## src/rtl/wseq_pkg.sv

```systemverilog
// Shared constants for the waveform sequencer: microword bit positions
// and line count. Assumes a 32-bit microword.
package wseq_pkg;
    localparam int NUM_LINES = 4;
    localparam int LVL_LO    = 12;  // first level bit (line 1, first half)
    localparam int SDLY_BIT  = 18;  // sample point select in wait mode
    localparam int WEN_BIT   = 19;  // freeze enable in wait mode
    localparam int LAST_BIT  = 31;  // end-of-program marker
    localparam int FIELD_W   = 2 * NUM_LINES;
endpackage

```

## src/rtl/wseq_sync.sv

```systemverilog
// Multi-flop synchronizer for the asynchronous wait request.
// Assumes STAGES >= 1; output lags the input by STAGES clocks.
module wseq_sync #(
    parameter int STAGES = 2
) (
    input  logic clk,
    input  logic rst_n,
    input  logic d_in,
    output logic d_out
);
    logic [STAGES-1:0] chain;

    generate
        for (genvar s = 0; s < STAGES; s++) begin : g_stage
            // shift the request one flop further per clock
            always_ff @(posedge clk) begin
                if (!rst_n) chain[s] <= 1'b0;
                else if (s == 0) chain[s] <= d_in;
                else chain[s] <= chain[(s == 0) ? 0 : s-1];
            end
        end
    endgenerate

    assign d_out = chain[STAGES-1];
endmodule

```

## src/rtl/wseq_store.sv

```systemverilog
// Pattern memory: one write port gated by the busy flag, one
// combinational read port. Contents are not reset; the host loads them.
module wseq_store #(
    parameter int ADDR_W = 6,
    parameter int WORD_W = 32
) (
    input  logic              clk,
    input  logic              we,
    input  logic              busy,
    input  logic [ADDR_W-1:0] waddr,
    input  logic [WORD_W-1:0] wdata,
    input  logic [ADDR_W-1:0] raddr,
    output logic [WORD_W-1:0] rdata
);
    localparam int DEPTH = 1 << ADDR_W;

    logic [WORD_W-1:0] mem [DEPTH];

    // accept host writes only while the sequencer is idle
    always_ff @(posedge clk) begin
        if (we && !busy) mem[waddr] <= wdata;
    end

    assign rdata = mem[raddr];
endmodule

```

## src/rtl/wseq_ctrl.sv

```systemverilog
// Phase counter and word-address sequencer. One microword per four
// phases; halts on the last-word flag; holds while frozen by wait.
module wseq_ctrl #(
    parameter int ADDR_W = 6
) (
    input  logic              clk,
    input  logic              rst_n,
    input  logic              start,
    input  logic [ADDR_W-1:0] start_addr,
    input  logic              start_read,
    input  logic              word_last,
    input  logic              word_wen,
    input  logic              wait_mode,
    input  logic              wait_s,
    output logic              active,
    output logic [1:0]        ph,
    output logic [ADDR_W-1:0] addr,
    output logic              rd,
    output logic              frozen
);
    // freeze only when the line is a wait input and the word allows it
    assign frozen = active && wait_mode && word_wen && wait_s;

    // advance phase and address, launch on start, stop after last word
    always_ff @(posedge clk) begin
        if (!rst_n) begin
            active <= 1'b0;
            ph     <= 2'd0;
            addr   <= '0;
            rd     <= 1'b0;
        end else if (!active) begin
            if (start) begin
                active <= 1'b1;
                addr   <= start_addr;
                ph     <= 2'd0;
                rd     <= start_read;
            end
        end else if (!frozen) begin
            ph <= ph + 2'd1;
            if (ph == 2'd3) begin
                if (word_last) active <= 1'b0;
                else addr <= addr + 1'b1;
            end
        end
    end

    assert_freeze_hold_R7: assert property (@(posedge clk) disable iff (!rst_n)
        frozen |=> (active && ph == $past(ph) && addr == $past(addr)));

    assert_phase_step_R4: assert property (@(posedge clk) disable iff (!rst_n)
        (active && !frozen) |=> (ph == $past(ph) + 2'd1));

    assert_last_stops_R4: assert property (@(posedge clk) disable iff (!rst_n)
        (active && !frozen && ph == 2'd3 && word_last) |=> !active);

    assert_start_busy_ignored_R9: assert property (@(posedge clk) disable iff (!rst_n)
        (active && start && ph != 2'd3) |=> (active && addr == $past(addr)));
endmodule

```

## src/rtl/wseq_decode.sv

```systemverilog
// Output decode: picks first-half or second-half levels per line,
// forces idle lines high, and places the read sample strobe.
module wseq_decode
    import wseq_pkg::*;
(
    input  logic               active,
    input  logic [1:0]         ph,
    input  logic [FIELD_W-1:0] field,
    input  logic               rd,
    input  logic               wait_mode,
    input  logic               frozen,
    output logic [NUM_LINES-1:0] ctl_out,
    output logic               sample_stb
);
    logic [NUM_LINES-1:0] first_half, second_half;
    logic [1:0]           stb_ph;

    // split the even/odd level bits into per-half line vectors
    always_comb begin
        for (int n = 0; n < NUM_LINES; n++) begin
            first_half[n]  = field[2*n];
            second_half[n] = field[2*n+1];
        end
        if (wait_mode) begin
            first_half[NUM_LINES-1]  = 1'b1;
            second_half[NUM_LINES-1] = 1'b1;
        end
    end

    // select the half by phase; idle lines rest high
    assign ctl_out = !active ? '1 : (ph[1] ? second_half : first_half);

    // sample point: T3 only when wait mode selects the late point
    assign stb_ph     = (wait_mode && field[SDLY_BIT-LVL_LO]) ? 2'd2 : 2'd0;
    assign sample_stb = active && rd && !frozen && (ph == stb_ph);
endmodule

```

## src/rtl/wave_seq.sv

```systemverilog
// Top of the programmable bus waveform sequencer. Ties the pattern
// memory, wait synchronizer, sequencer and output decode together.
// Assumes wait_mode is static while a program runs.
module wave_seq
    import wseq_pkg::*;
#(
    parameter int ADDR_W      = 6,
    parameter int WORD_W      = 32,
    parameter int SYNC_STAGES = 2
) (
    input  logic              clk,
    input  logic              rst_n,
    input  logic              host_we,
    input  logic [ADDR_W-1:0] host_addr,
    input  logic [WORD_W-1:0] host_wdata,
    input  logic              start,
    input  logic [ADDR_W-1:0] start_addr,
    input  logic              start_read,
    input  logic              wait_mode,
    input  logic              wait_in,
    output logic [3:0]        ctl_out,
    output logic              sample_stb
);
    logic [WORD_W-1:0] word;
    logic [ADDR_W-1:0] addr;
    logic [1:0]        ph;
    logic              active, rd, frozen, wait_s;
    logic              unused_word_bits;

    assign unused_word_bits = ^{word[WORD_W-1:LVL_LO+FIELD_W], word[LVL_LO-1:0]};

    wseq_sync #(.STAGES(SYNC_STAGES)) sync_i (
        .clk(clk), .rst_n(rst_n), .d_in(wait_in), .d_out(wait_s)
    );

    wseq_store #(.ADDR_W(ADDR_W), .WORD_W(WORD_W)) store_i (
        .clk(clk), .we(host_we), .busy(active), .waddr(host_addr),
        .wdata(host_wdata), .raddr(addr), .rdata(word)
    );

    wseq_ctrl #(.ADDR_W(ADDR_W)) ctrl_i (
        .clk(clk), .rst_n(rst_n), .start(start), .start_addr(start_addr),
        .start_read(start_read), .word_last(word[LAST_BIT]),
        .word_wen(word[WEN_BIT]), .wait_mode(wait_mode), .wait_s(wait_s),
        .active(active), .ph(ph), .addr(addr), .rd(rd), .frozen(frozen)
    );

    wseq_decode decode_i (
        .active(active), .ph(ph), .field(word[LVL_LO+FIELD_W-1:LVL_LO]),
        .rd(rd), .wait_mode(wait_mode), .frozen(frozen),
        .ctl_out(ctl_out), .sample_stb(sample_stb)
    );

    assert_strobe_single_R6: assert property (@(posedge clk) disable iff (!rst_n)
        sample_stb |=> !sample_stb);
endmodule

```

## config.mk

```make
export PLATFORM = sky130hd
export DESIGN_NAME = wave_seq
export DESIGN_NICKNAME = d
export VERILOG_FILES = /design/src/rtl/wseq_pkg.sv /design/src/rtl/wseq_sync.sv /design/src/rtl/wseq_store.sv /design/src/rtl/wseq_ctrl.sv /design/src/rtl/wseq_decode.sv /design/src/rtl/wave_seq.sv
export SDC_FILE = /design/constraint.sdc
export NUM_CORES = 1
export LEC_CHECK = 0
export ABC_AREA = 1
export BUFFER_PORTS_ARGS = -buffer_cell sky130_fd_sc_hd__buf_2
export CORE_AREA = 2 2 234 236
export DETAILED_ROUTE_END_ITERATION = 10
export DIE_AREA = 0 0 236 238
export MAX_ROUTING_LAYER = met4
export PLACE_DENSITY = 0.66
export SLEW_MARGIN = 20
export SYNTH_ARGS = -nofsm -noshare
export SYNTH_HDL_FRONTEND = slang
export SYNTH_SLANG_ARGS = --single-unit
```

## constraint.sdc

```tcl
create_clock -name clk -period 2.65 [get_ports clk]
set_input_delay 0.1325 -clock clk [delete_from_list [all_inputs] [get_ports clk]]
set_output_delay 0.1325 -clock clk [all_outputs]
set_load 0.01 [all_outputs]
```

Word level (Yosys, flattened, before mapping)
Memory sizes are Yosys's and may differ from the RTL's. A register that Yosys moved wholly into a read port is not among the register bits.
Index checks and enable logic that the tools add are counted.
- $add $sub $neg: 2
- equal/unequal tests: 5
- multiplexer cells: 22
- bitwise operators: 1
- reductions and logical operators: 14
- operator list (operator ; count):
    $mux 6 ; 7
    $mux 1 ; 9
    $logic_and 1x1->1 ; 8
    $mux 2 ; 4
    $mux 4 ; 2
    $add 6x1->6 const B ; 1
    $ne 2x2->1 const B ; 3
    $reduce_and 2->1 ; 2
    $reduce_and 4->1 ; 1
    $add 2x1->2 const B ; 1
    $eq 2x2->1 ; 1
    $eq 2x2->1 const B ; 1
    $logic_not 1->1 ; 2
    $reduce_bool 2->1 ; 1
    $not 1->1 ; 1
- register bits: 12
- memory bits (writable): 2048
- bits of input ports: 51
- output and inout port bits: 5
- memories kept: 1
- memory list (name ; words ; width ; read ports ; clocked after memory_dff ; wr ports ; line ; source):
    store_i.mem ; 64 ; 32 ; 1 ; 1 ; 1 ; wseq_store.sv:17 ; logic [WORD_W-1:0] mem [DEPTH];

Depth between registers and ports, before layout
Gate-level depths: netlist (run 1).
- depth in word-level cells: 7
- mapped depth: 16
- mapped depth without buffers: 14

Modules after synthesis
A second synthesis (run 1) with hierarchy kept.
- cell total of the unflattened synthesis: 6858
- area total of the unflattened synthesis: 82835.7 um^2
- by module, submodules not included (module ; instances ; cells each ; area each (um^2) ; seq. area each (um^2)):
    wseq_store ; 1 ; 6742 ; 82081.2 ; 61499.0
    wseq_ctrl ; 1 ; 89 ; 605.6 ; 200.2
    wseq_decode ; 1 ; 21 ; 93.8 ; 0.0
    wseq_sync ; 1 ; 6 ; 55.1 ; 40.0

Worst setup path after synthesis (run 1)
Ideal clock, no wire load.
- path kind: register to register
- from: reg ctrl_i.active
- to: mem store_i.mem[0][12] (enable)
- setup time: 0.374 ns
- data arrival time: 1.604 ns
- data required time: 2.276 ns
- setup slack: 0.672 ns
- cell stages (with the launch flop): 5
- period minus slack after synthesis: 1.978 ns
- path through: dfxtp_1 buf_1 nor2_1 nand4_1 nor2_1
- longest elaborated chain between the ends: 4
- ends and longest elaborated chain (what ; line ; source):
    start: declaration ; wseq_ctrl.sv:15 ; output logic active,
    start signal: assignment ; wseq_ctrl.sv:27 ; active <= 1'b0;
    start signal: assignment ; wseq_ctrl.sv:33 ; active <= 1'b1;
    start signal: assignment ; wseq_ctrl.sv:41 ; if (word_last) active <= 1'b0;
    $logic_not 1->1 ; n/a ;
    $logic_and 1x1->1 ; wseq_store.sv:21 ; if (we && !busy) mem[waddr] <= wdata;
    $mux 1 ; wseq_store.sv:21 ;
    $mux 1 (not written as such) ; wseq_store.sv:21 ;
    end: declaration ; wseq_store.sv:17 ;
Every way passes these cells.

==> run metrics, run 1 <==
Worst EP arrival 2.82 ns; cts bufs inserted 55; WL final 64000 µm; core area 0.0535 mm²; Via Count 16200; syn avg cell area 12.6 µm²; RSZ-0062 raised after global routing yes; commonest non-fill, non-tap cell in the layout edfxtp_1; grt total ovfl 0; Max Used Layer met4; Post-Route M1 WL 25500 µm; drt initial violations 2074; Setup violations, final 5; clock skew 0.0145 ns; Setup CP Type flop to output port; Hold Path Class input pin to flop; drt drc 0; top post-synthesis cells by area edfxtp_1 73%, nor2_1 4.9%, o21ai_0 4.5%; Root Buffer clkbuf_16; final instance area 0.0283 mm²; area grow syn2layout 18.9%; area leader, netlist edfxtp_1; P per Cell Area 755 mW/mm²; largest net degree at the start of global routing 65; cell count of the worst reg-to-reg path 17; Std-Cell Rows 85; final setup margin -0.299 ns; Initial Util 0.446; setup TNS -1.30 ns; routed wl met2 30100 µm; Yosys top cell area share 0.726; placer's final routability congestion estimate 0.945; TritonCTS clock tree yes; violated checks setup timing; DRT Pass-1 Iters 6; minimum clock period 2.95 ns; most frequent cells in the layout 576 x edfxtp_1, 312 x nor2_1, 228 x nand2_1, 206 x o21ai_0, 192 x nand3_1; fillers 4343; Pins Over Slew Limit 0; Slew HR 0.418; startpoint types flop; critical path capture point type output port; leakage power total 9.73 nW; initial antenna violation count 2; Ys Warns 0; HPWL after DPL 36400 µm; Total Routing Usage GR 0.232; Worst Path Max Fanout 11; Max Clock Freq 339 MHz; syn_nets 1941; share of cells above drive strength 1 0.162; first-pass GRT wire length 94700 µm; H-tree Lvls 2; routed vias/inst 5.80; maximum VDD drop 0.512 mV; actual slew at the worst max-slew pin 0.870 ns; CTS max path bufs 3; Critical Path RT 2.52 ns; I/O pin cnt 56; sequential fraction of the synthesis area 0.741; die area 0.0562 mm²; antenna viol nets, final 0; final net count 2098; Netlist cell types 29; clk sink count 594; Max Cap Viol 0; Die Wd 236 µm; vias in the first global route 15500; placed cell area 0.0256 mm²; Yosys reg bits 594; outcome finished with violations; DP Worst Slack 0.142 ns; Worst-path clk slew 0.07 ns; final hold viol count 0; Worst-Skew Late Latency 0.62 ns; Mapped Area 0.0238 mm²; Synth Instances 1888; Avg WL per Cell 23.0 µm; hold path depth 1; PortBufs 32; WL met3 5560 µm; fin crit share 1.11; Die H 238 µm
==> critical path, cell delays in order, from the launching register on <==
cell,delay [ns]
dfxtp_4,0.36
buf_12,0.15
buf_12,0.14
buf_12,0.13
o21ai_0,0.12
o22ai_1,0.26
nand2_1,0.10
nand2_1,0.08
nand2_1,0.08
nand3_2,0.13
nand3_1,0.11
nand2_4,0.11
nand2_1,0.06
nand2_1,0.06
nand3_1,0.07
nor2_1,0.09
buf_2,0.13
==> metrics by stage <==
| stage | power [mW] | instances | utilization | hold WS [ns] |
|---|---|---|---|---|
| finish | 21.4 | 2788 | 0.530 | 0.0568 |
| global route | 22.1 | 2788 | 0.530 | 0.0580 |
| CTS | 21.3 | 2781 | 0.527 | 0.0282 |
| detailed placement | 13.5 | 2632 | 0.478 | 0.323 |
| global placement | 13.4 | 2632 | 0.478 | 0.317 |
| floorplan | 12.3 | 1888 | - | 0.230 |
==> logic make-up (layout without fill, tap and decap cells) <==
kind of cell,after synthesis,in the layout,share of synthesized area
XOR/XNOR,4,4,0.00147
buffers and inverters,149,351,0.0305
AO/OA/AOI/OAI,361,361,0.0905
multiplexers,3,3,0.00126
other,0,2,0
AND/OR/NAND/NOR,775,775,0.135
adder cells (fa/ha/maj),2,2,0.00105
flip-flops,594,594,0.741
==> per-layer routing <==
layer,global-route usage,vias to the layer above
li1,-,7284
met1,0.305,7970
met2,0.358,755
met3,0.0340,163
met4,0.109,0
met5,-,-
==> flip-flops by register name (all words and copies together), names as in the netlist, named ones only <==
name	count
sync_i.d_out	1
ctrl_i.addr	6
ctrl_i.ph	2
sync_i.chain	1
ctrl_i.rd	1
ctrl_i.active	1
store_i.mem	576
==> power breakdown <==
group | switching [mW] | internal (mW)
clock network | 3.31 | 4.11
registers | 0.0512 | 10.4
logic | 2.29 | 1.27
==> layout make-up <==
cell class              count  area, µm²  share of cell area
well taps                 696        871              0.0307
multi-input cells        1145       5710               0.202
clock inverters            22        126             0.00446
repair inverters            2       25.0            0.000883
flip-flops and latches    594      17700               0.623
inverters                  27        130             0.00459
repair buffers            220       2270              0.0800
clock buffers              80       1540              0.0544
diodes                      2       5.00            0.000177
==> path summary, 6_finish.rpt <==
kind              startpoint                  end  slack, ns
max                     flop           sample_stb      -0.30
min reg2reg  sync_i.chain[0]         sync_i.d_out       0.41
max reg2reg             flop                 flop       0.03
min           host_wdata[19]  store_i.mem[32][19]       0.06
==> cells in the mapped netlist, drive strengths merged <==
cell type    n
a21oi       10
nand3b       1
nor2       312
ha           2
clkinv       3
dfxtp       18
nand2      241
o22ai       36
edfxtp     576
nand3      212
nand4        8
xor2         1
xnor2        3
buf         75
clkbuf      47
o21ai      232
o21a         2
mux2i        3
o211ai      11
o221ai      70
or2          1
inv         24
==> repair_timing <==
item / in CTS / in global routing
setup buffers: 24 / 3
hold buffers: 12 / 0
gates resized for setup: 86 / 24
setup endpoints to repair: 5 / 11
gates cloned: 11 / 2
endpoints found under the hold margin: 18 / 0
pin swaps: 33 / 13
No activity file was read; power rests on OpenSTA's default activity.
==> inputs of run 2 (changes only) <==
--- a/config.mk
+++ b/config.mk
@@ -10,8 +10,10 @@
 export CORE_AREA = 2 2 234 236
 export DETAILED_ROUTE_END_ITERATION = 10
 export DIE_AREA = 0 0 236 238
+export HOLD_SLACK_MARGIN = 0.08
 export MAX_ROUTING_LAYER = met4
 export PLACE_DENSITY = 0.66
+export SKIP_LAST_GASP = 1
 export SLEW_MARGIN = 20
 export SYNTH_ARGS = -nofsm -noshare
 export SYNTH_HDL_FRONTEND = slang
==> constraint.sdc (replaced) <==
create_clock -name clk -period 3.44 [get_ports clk]
set_input_delay 0.172 -clock clk [delete_from_list [all_inputs] [get_ports clk]]
set_output_delay 0.172 -clock clk [all_outputs]
set_load 0.01 [all_outputs]
==> run 2 against run 1 <==
Effect of this change:
- the run now ends clean
- via count shrank 3.1%
- cell count shrank 3.4%
- routed wire length fell by 3.8%
- cell area down 4.2%
- hold slack better by 0.092 ns
- count of clock-buffer cells in the layout shrank 8
- sequential power shrank 23%
- clock power fell by 12%
- critical path type unchanged
- critical endpoint unchanged
- highest routed layer unchanged
==> run metrics, run 2 (same netlist as run 1, synthesis figures left out) <==
outcome finished, final reports clean; leakage power total 9.11 nW (-6.4%); Setup violations, final 0 (-5); Hold Path Class input pin to flop; minimum clock period 3.37 ns; Pins Over Slew Limit 0 (unchanged); vias in the first global route 15100 (-3.0%); Avg WL per Cell 22.9 µm (-0.35%); fillers 4477 (+3.1%); Setup CP Type flop to output port; clock skew 0.0240 ns (+0.00949 ns); largest net degree at the start of global routing 110 (+69%); Die Wd 236 µm (unchanged); Total Routing Usage GR 0.220 (-0.0121); CTS max path bufs 3 (unchanged); Std-Cell Rows 85 (unchanged); r2r startpoint ctrl_i.active; cts bufs inserted 56 (+1.8%); Largest register FFs 576 (unchanged); antenna viol nets, final 0 (unchanged); min-delay src host_wdata[15]; critical path capture point type output port; commonest non-fill, non-tap cell in the layout edfxtp_1; share of cells above drive strength 1 0.104 (-0.0579); clk sink count 594 (unchanged); Die H 238 µm (unchanged); die area 0.0562 mm² (unchanged); setup TNS 0 ns (+1.30 ns); Worst-Skew Late Latency 0.62 ns (about the same); PortBufs 32 (unchanged); fin crit share 0.980; R2R Path End store_i.mem[8][16]; startpoint types flop; I/O pin cnt 56 (unchanged); Critical Path RT 3.27 ns (+0.75 ns); Max Cap Viol 0 (unchanged); Initial Util 0.446 (unchanged); initial antenna violation count 1 (-1); P per Cell Area 617 mW/mm² (-18%); area grow syn2layout 13.9%; Worst Hold End store_i.mem[5][15]; final hold viol count 0 (unchanged); drt initial violations 1912 (-7.8%); grt total ovfl 0 (unchanged); Via Count 15700 (-3.1%); Root Buffer clkbuf_16; maximum VDD drop 0.404 mV (-21%); drt drc 0 (unchanged); first-pass GRT wire length 91000 µm (-3.9%); Multi-input gate area 0.00546 mm² (-4.5%); Worst EP arrival 3.20 ns (+0.38 ns); hold path depth 1 (unchanged); H-tree Lvls 2 (unchanged); placer's final routability congestion estimate 0.944 (-0.15%); leading registers by flop count store_i.mem (576), ctrl_i.addr (6), ctrl_i.ph (2); routed vias/inst 5.82 (+0.38%); Worst-path clk slew 0.06 ns (about the same); Max Clock Freq 297 MHz; RSZ-0062 raised after global routing no; FF/Latch Area 0.0177 mm² (unchanged); overall power 16.8 mW (-22%); Worst Path Max Fanout 19 (+8); WL final 61600 µm (-3.8%); HPWL after DPL 34700 µm (-4.6%); Slew HR 0.314 (-0.104); DRT Pass-1 Iters 6 (unchanged); cell count of the worst reg-to-reg path 3 (-14); most frequent cells in the layout 576 x edfxtp_1, 312 x nor2_1, 238 x nand2_1, 216 x o21ai_0, 212 x nand3_1; core area 0.0535 mm² (unchanged); R2R setup slack 0.54 ns (+0.51 ns); final net count 2000 (-4.7%); TritonCTS clock tree yes; Most flops, register store_i.mem; actual slew at the worst max-slew pin 1.03 ns (+0.155 ns)
==> run 2: cell types whose count changed in the layout (fill, tap and decap cells not counted), sizes merged <==
cell,before,now
buf,204,107
bufbuf,2,0
bufinv,1,10
clkbuf,82,75
diode,2,1
dlygate4sd3,12,13
inv,26,27
==> run 2: final cells by class <==
| type | count | area share |
|---|---|---|
| clock buffers | 72 | 0.0557 |
| repair buffers | 123 | 0.0405 |
| inverters | 27 | 0.00451 |
| diodes | 1 | 0.0000921 |
| clock inverters | 34 | 0.0157 |
| flip-flops and latches | 594 | 0.650 |
| well taps | 696 | 0.0321 |
| multi-input cells | 1145 | 0.201 |
==> run 2: what timing repair did <==
action                                 CTS  global route
cloned                                   0             3
resized for setup                        1             9
hold buffers                            13             0
setup endpoints to repair                1             1
buffers inserted                         0             4
endpoints found under the hold margin   18             0
==> run 2: worst max-delay path by stage <==
stage	depth (start not counted)	from	slack [ns]	to
2_1_floorplan	4	ctrl_i.active	1.46	store_i.mem[0][12]
3_3_place_gp	13	flop	0.65	flop
3_5_place_dp	14	flop	0.64	sample_stb
4_1_cts	15	flop	0.10	sample_stb
5_1_grt	14	flop	0.04	sample_stb
6_report	10	flop	0.07	sample_stb
==> run 2: layer usage <==
metal	up-vias	GRT usage	part of all wire
li1	7070	-	-
met1	7763	0.296	0.41
met2	716	0.344	0.47
met3	126	0.0257	0.082
met4	0	0.0870	0.036
met5	-	-	0
==> run 2: critical path, cell delays in order (launching register included) <==
cell and delay [ns]:
dfxtp_1 0.34, clkinv_1 0.65, buf_4 0.44, nand2_1 0.15
nand3_1 0.14, nand3_1 0.24, nand2_1 0.17, nand3_1 0.10
nand3_1 0.09, nor2_1 0.11, buf_2 0.14
==> run 2: stage by stage <==
step | instance area, µm² | setup WS (ns) | hold slack, ns | std cells | util
after floorplan | 23800 | 1.46 | 0.270 | 1888 | -
after global routing | 27200 | 0.0391 | 0.157 | 2692 | 0.508
after CTS | 27000 | 0.102 | 0.121 | 2684 | 0.505
after detailed placement | 24900 | 0.644 | 0.362 | 2565 | 0.466
after global placement | 24900 | 0.651 | 0.362 | 2565 | 0.466
final | 27200 | 0.0698 | 0.149 | 2692 | 0.508
==> run 2: where the power goes <==
part / switching [mW] / leakage (nW) / internal [mW]
registers: 0.0375 / 5.33 / 7.98
clock network: 2.65 / 0.949 / 3.86
logic: 1.59 / 2.83 / 0.652
==> inputs of run 3 (changes only) <==
--- a/config.mk
+++ b/config.mk
@@ -12,7 +12,7 @@
 export DIE_AREA = 0 0 236 238
 export HOLD_SLACK_MARGIN = 0.08
 export MAX_ROUTING_LAYER = met4
-export PLACE_DENSITY = 0.66
+export RECOVER_POWER = 100
 export SKIP_LAST_GASP = 1
 export SLEW_MARGIN = 20
 export SYNTH_ARGS = -nofsm -noshare
==> run 3 against run 2 <==
Effect of this change:
- core utilization is 0.37 points higher
- critical endpoint is now ctl_out[2]
- flip-flop and latch count stayed put
- highest routed layer unchanged
- non-clock buffer count is 54 higher
- power is 1.1% higher
- clock power is 2% higher
- the run now ends with capacitance limit, slew limit left
- cell area is 0.73% higher
- clock skew is 0.0086 ns lower
- global-route usage is 0.93 points higher
- critical path depth is 2 higher
- hold slack better by 0.0012 ns
==> run metrics, run 3 (same netlist as run 1, synthesis figures left out) <==
initial antenna violation count 1 (unchanged); most frequent cells in the layout 576 x edfxtp_1, 312 x nor2_1, 240 x nand2_1, 216 x o21ai_0, 211 x nand3_1; WL final 63500 µm (+3.1%); commonest non-fill, non-tap cell in the layout edfxtp_1; maximum VDD drop 0.434 mV (+7.4%); Multi-input gate area 0.00546 mm² (unchanged); Die Wd 236 µm (unchanged); fin crit share 0.959 (-0.0206); I/O pin cnt 56 (unchanged); clock skew 0.0153 ns (-0.00864 ns); drt initial violations 1725 (-9.8%); CTS max path bufs 3 (unchanged); Max Clock Freq 303 MHz (+2.2%); Die H 238 µm (unchanged); Setup violations, final 0 (unchanged); PortBufs 32 (unchanged); first-pass GRT wire length 93900 µm (+3.2%); share of cells above drive strength 1 0.0838 (-0.0204); routed vias/inst 5.72 (-1.8%); Worst Path Max Fanout 38 (+19); Total Routing Usage GR 0.229 (+0.00930); Avg WL per Cell 23.1 µm (+0.93%); startpoint types flop; vias in the first global route 14800 (-1.9%); clk sink count 594 (unchanged); TritonCTS clock tree yes; placer's final routability congestion estimate 0.905 (-4.1%); antenna viol nets, final 0 (unchanged); RSZ-0062 raised after global routing no; setup TNS 0 ns (unchanged); Critical Path RT 3.27 ns (about the same); Largest register FFs 576 (unchanged); final setup margin 0.141 ns (+0.0710 ns); Worst EP arrival 3.13 ns (-0.07 ns); critical path capture point type output port; overall power 16.9 mW (+1.1%); Max Cap Viol 13 (+13); Worst-Skew Late Latency 0.62 ns (about the same); Hold Path Class input pin to flop; violated checks capacitance limit, slew limit; Pins Over Slew Limit 436 (+436); minimum clock period 3.30 ns (-0.0710 ns); core area 0.0535 mm² (unchanged); cts bufs inserted 58 (+3.6%); leading registers by flop count store_i.mem (576), ctrl_i.addr (6), ctrl_i.ph (2); H-tree Lvls 2 (unchanged); Via Count 15700 (+0.26%); fillers 4537 (+1.3%); outcome finished with violations; area grow syn2layout 14.7%; FF/Latch Area 0.0177 mm² (unchanged); final net count 2057 (+2.9%); Setup CP Type flop to output port; Initial Util 0.446 (unchanged); Most flops, register store_i.mem; DRT Pass-1 Iters 7 (+1); Worst-path clk slew 0.06 ns (about the same); Slew HR -0.517 (-0.830); DP Worst Slack 0.580 ns (-0.0640 ns); actual slew at the worst max-slew pin 2.27 ns (+1.25 ns); WHS 0.150 ns (+0.00123 ns); drt drc 0 (unchanged); leakage power total 9.08 nW (-0.29%); HPWL after DPL 36900 µm (+6.3%); grt total ovfl 0 (unchanged); largest net degree at the start of global routing 90 (-18%); final hold viol count 0 (unchanged); Std-Cell Rows 85 (unchanged); P per Cell Area 620 mW/mm² (+0.37%); die area 0.0562 mm² (unchanged); Root Buffer clkbuf_16
[run 3: path summary, 6_finish.rpt]
kind | startpoint | endpoint | slack (ns) | depth (start not counted)
max | flop | ctl_out[2] | 0.14 | 12
max reg2reg | flop | ctrl_i.addr[1] | 0.50 | 15
min | host_addr[1] | store_i.mem[43][16] | 0.15 | 3
min reg2reg | sync_i.chain[0] | sync_i.d_out | 0.42 | 2
[run 3: report_power, final]
group          total, mW  switching, mW  internal [mW]
clock               6.60           2.67           3.93
combinational       2.31           1.62          0.697
sequential          8.03         0.0441           7.99
[run 3: cell type report]
cell class,count,share of cell area
antenna,1,0.0000915
clock buffer,77,0.0598
clock inverter,31,0.0129
inverter,27,0.00494
multi-input combinational,1145,0.199
sequential,594,0.646
tap,696,0.0318
timing repair buffer,177,0.0448
timing repair inverter,1,0.000412
[run 3: repair_timing]
item,CTS,global route
setup endpoints to repair,4,4
endpoints found under the hold margin,36,0
resized for setup,1,9
setup buffers,1,4
cloned,1,2
hold buffers,14,0
[run 3: stage by stage]
stage / utilization / cells / instance area (µm²)
after CTS: 0.515 / 2742 / 27500
after floorplan: - / 1888 / 23800
after detailed placement: 0.474 / 2618 / 25400
after global placement: 0.474 / 2618 / 25400
final: 0.511 / 2749 / 27400
after global routing: 0.511 / 2749 / 27400
[run 3: worst max-delay path, cell delays in order, from the launching register on]
cell      delay [ns]
dfxtp_4         0.44
inv_8           0.22
buf_12          0.24
buf_4           0.20
o21ai_0         0.09
o221ai_1        0.27
nand3_1         0.16
o211ai_1        0.12
nand3_1         0.19
nand2_1         0.12
nand2_1         0.05
nand3_1         0.16
clkbuf_2        0.17
[run 3: per-layer routing]
layer | vias up | share of wire | GRT usage | wire length (µm)
met3 | 137 | 0.066 | 0.0404 | 4190
met4 | 0 | 0.038 | 0.0869 | 2420
met2 | 546 | 0.46 | 0.344 | 29100
li1 | 7207 | - | - | -
met1 | 7825 | 0.44 | 0.314 | 27800
met5 | - | 0 | - | 0
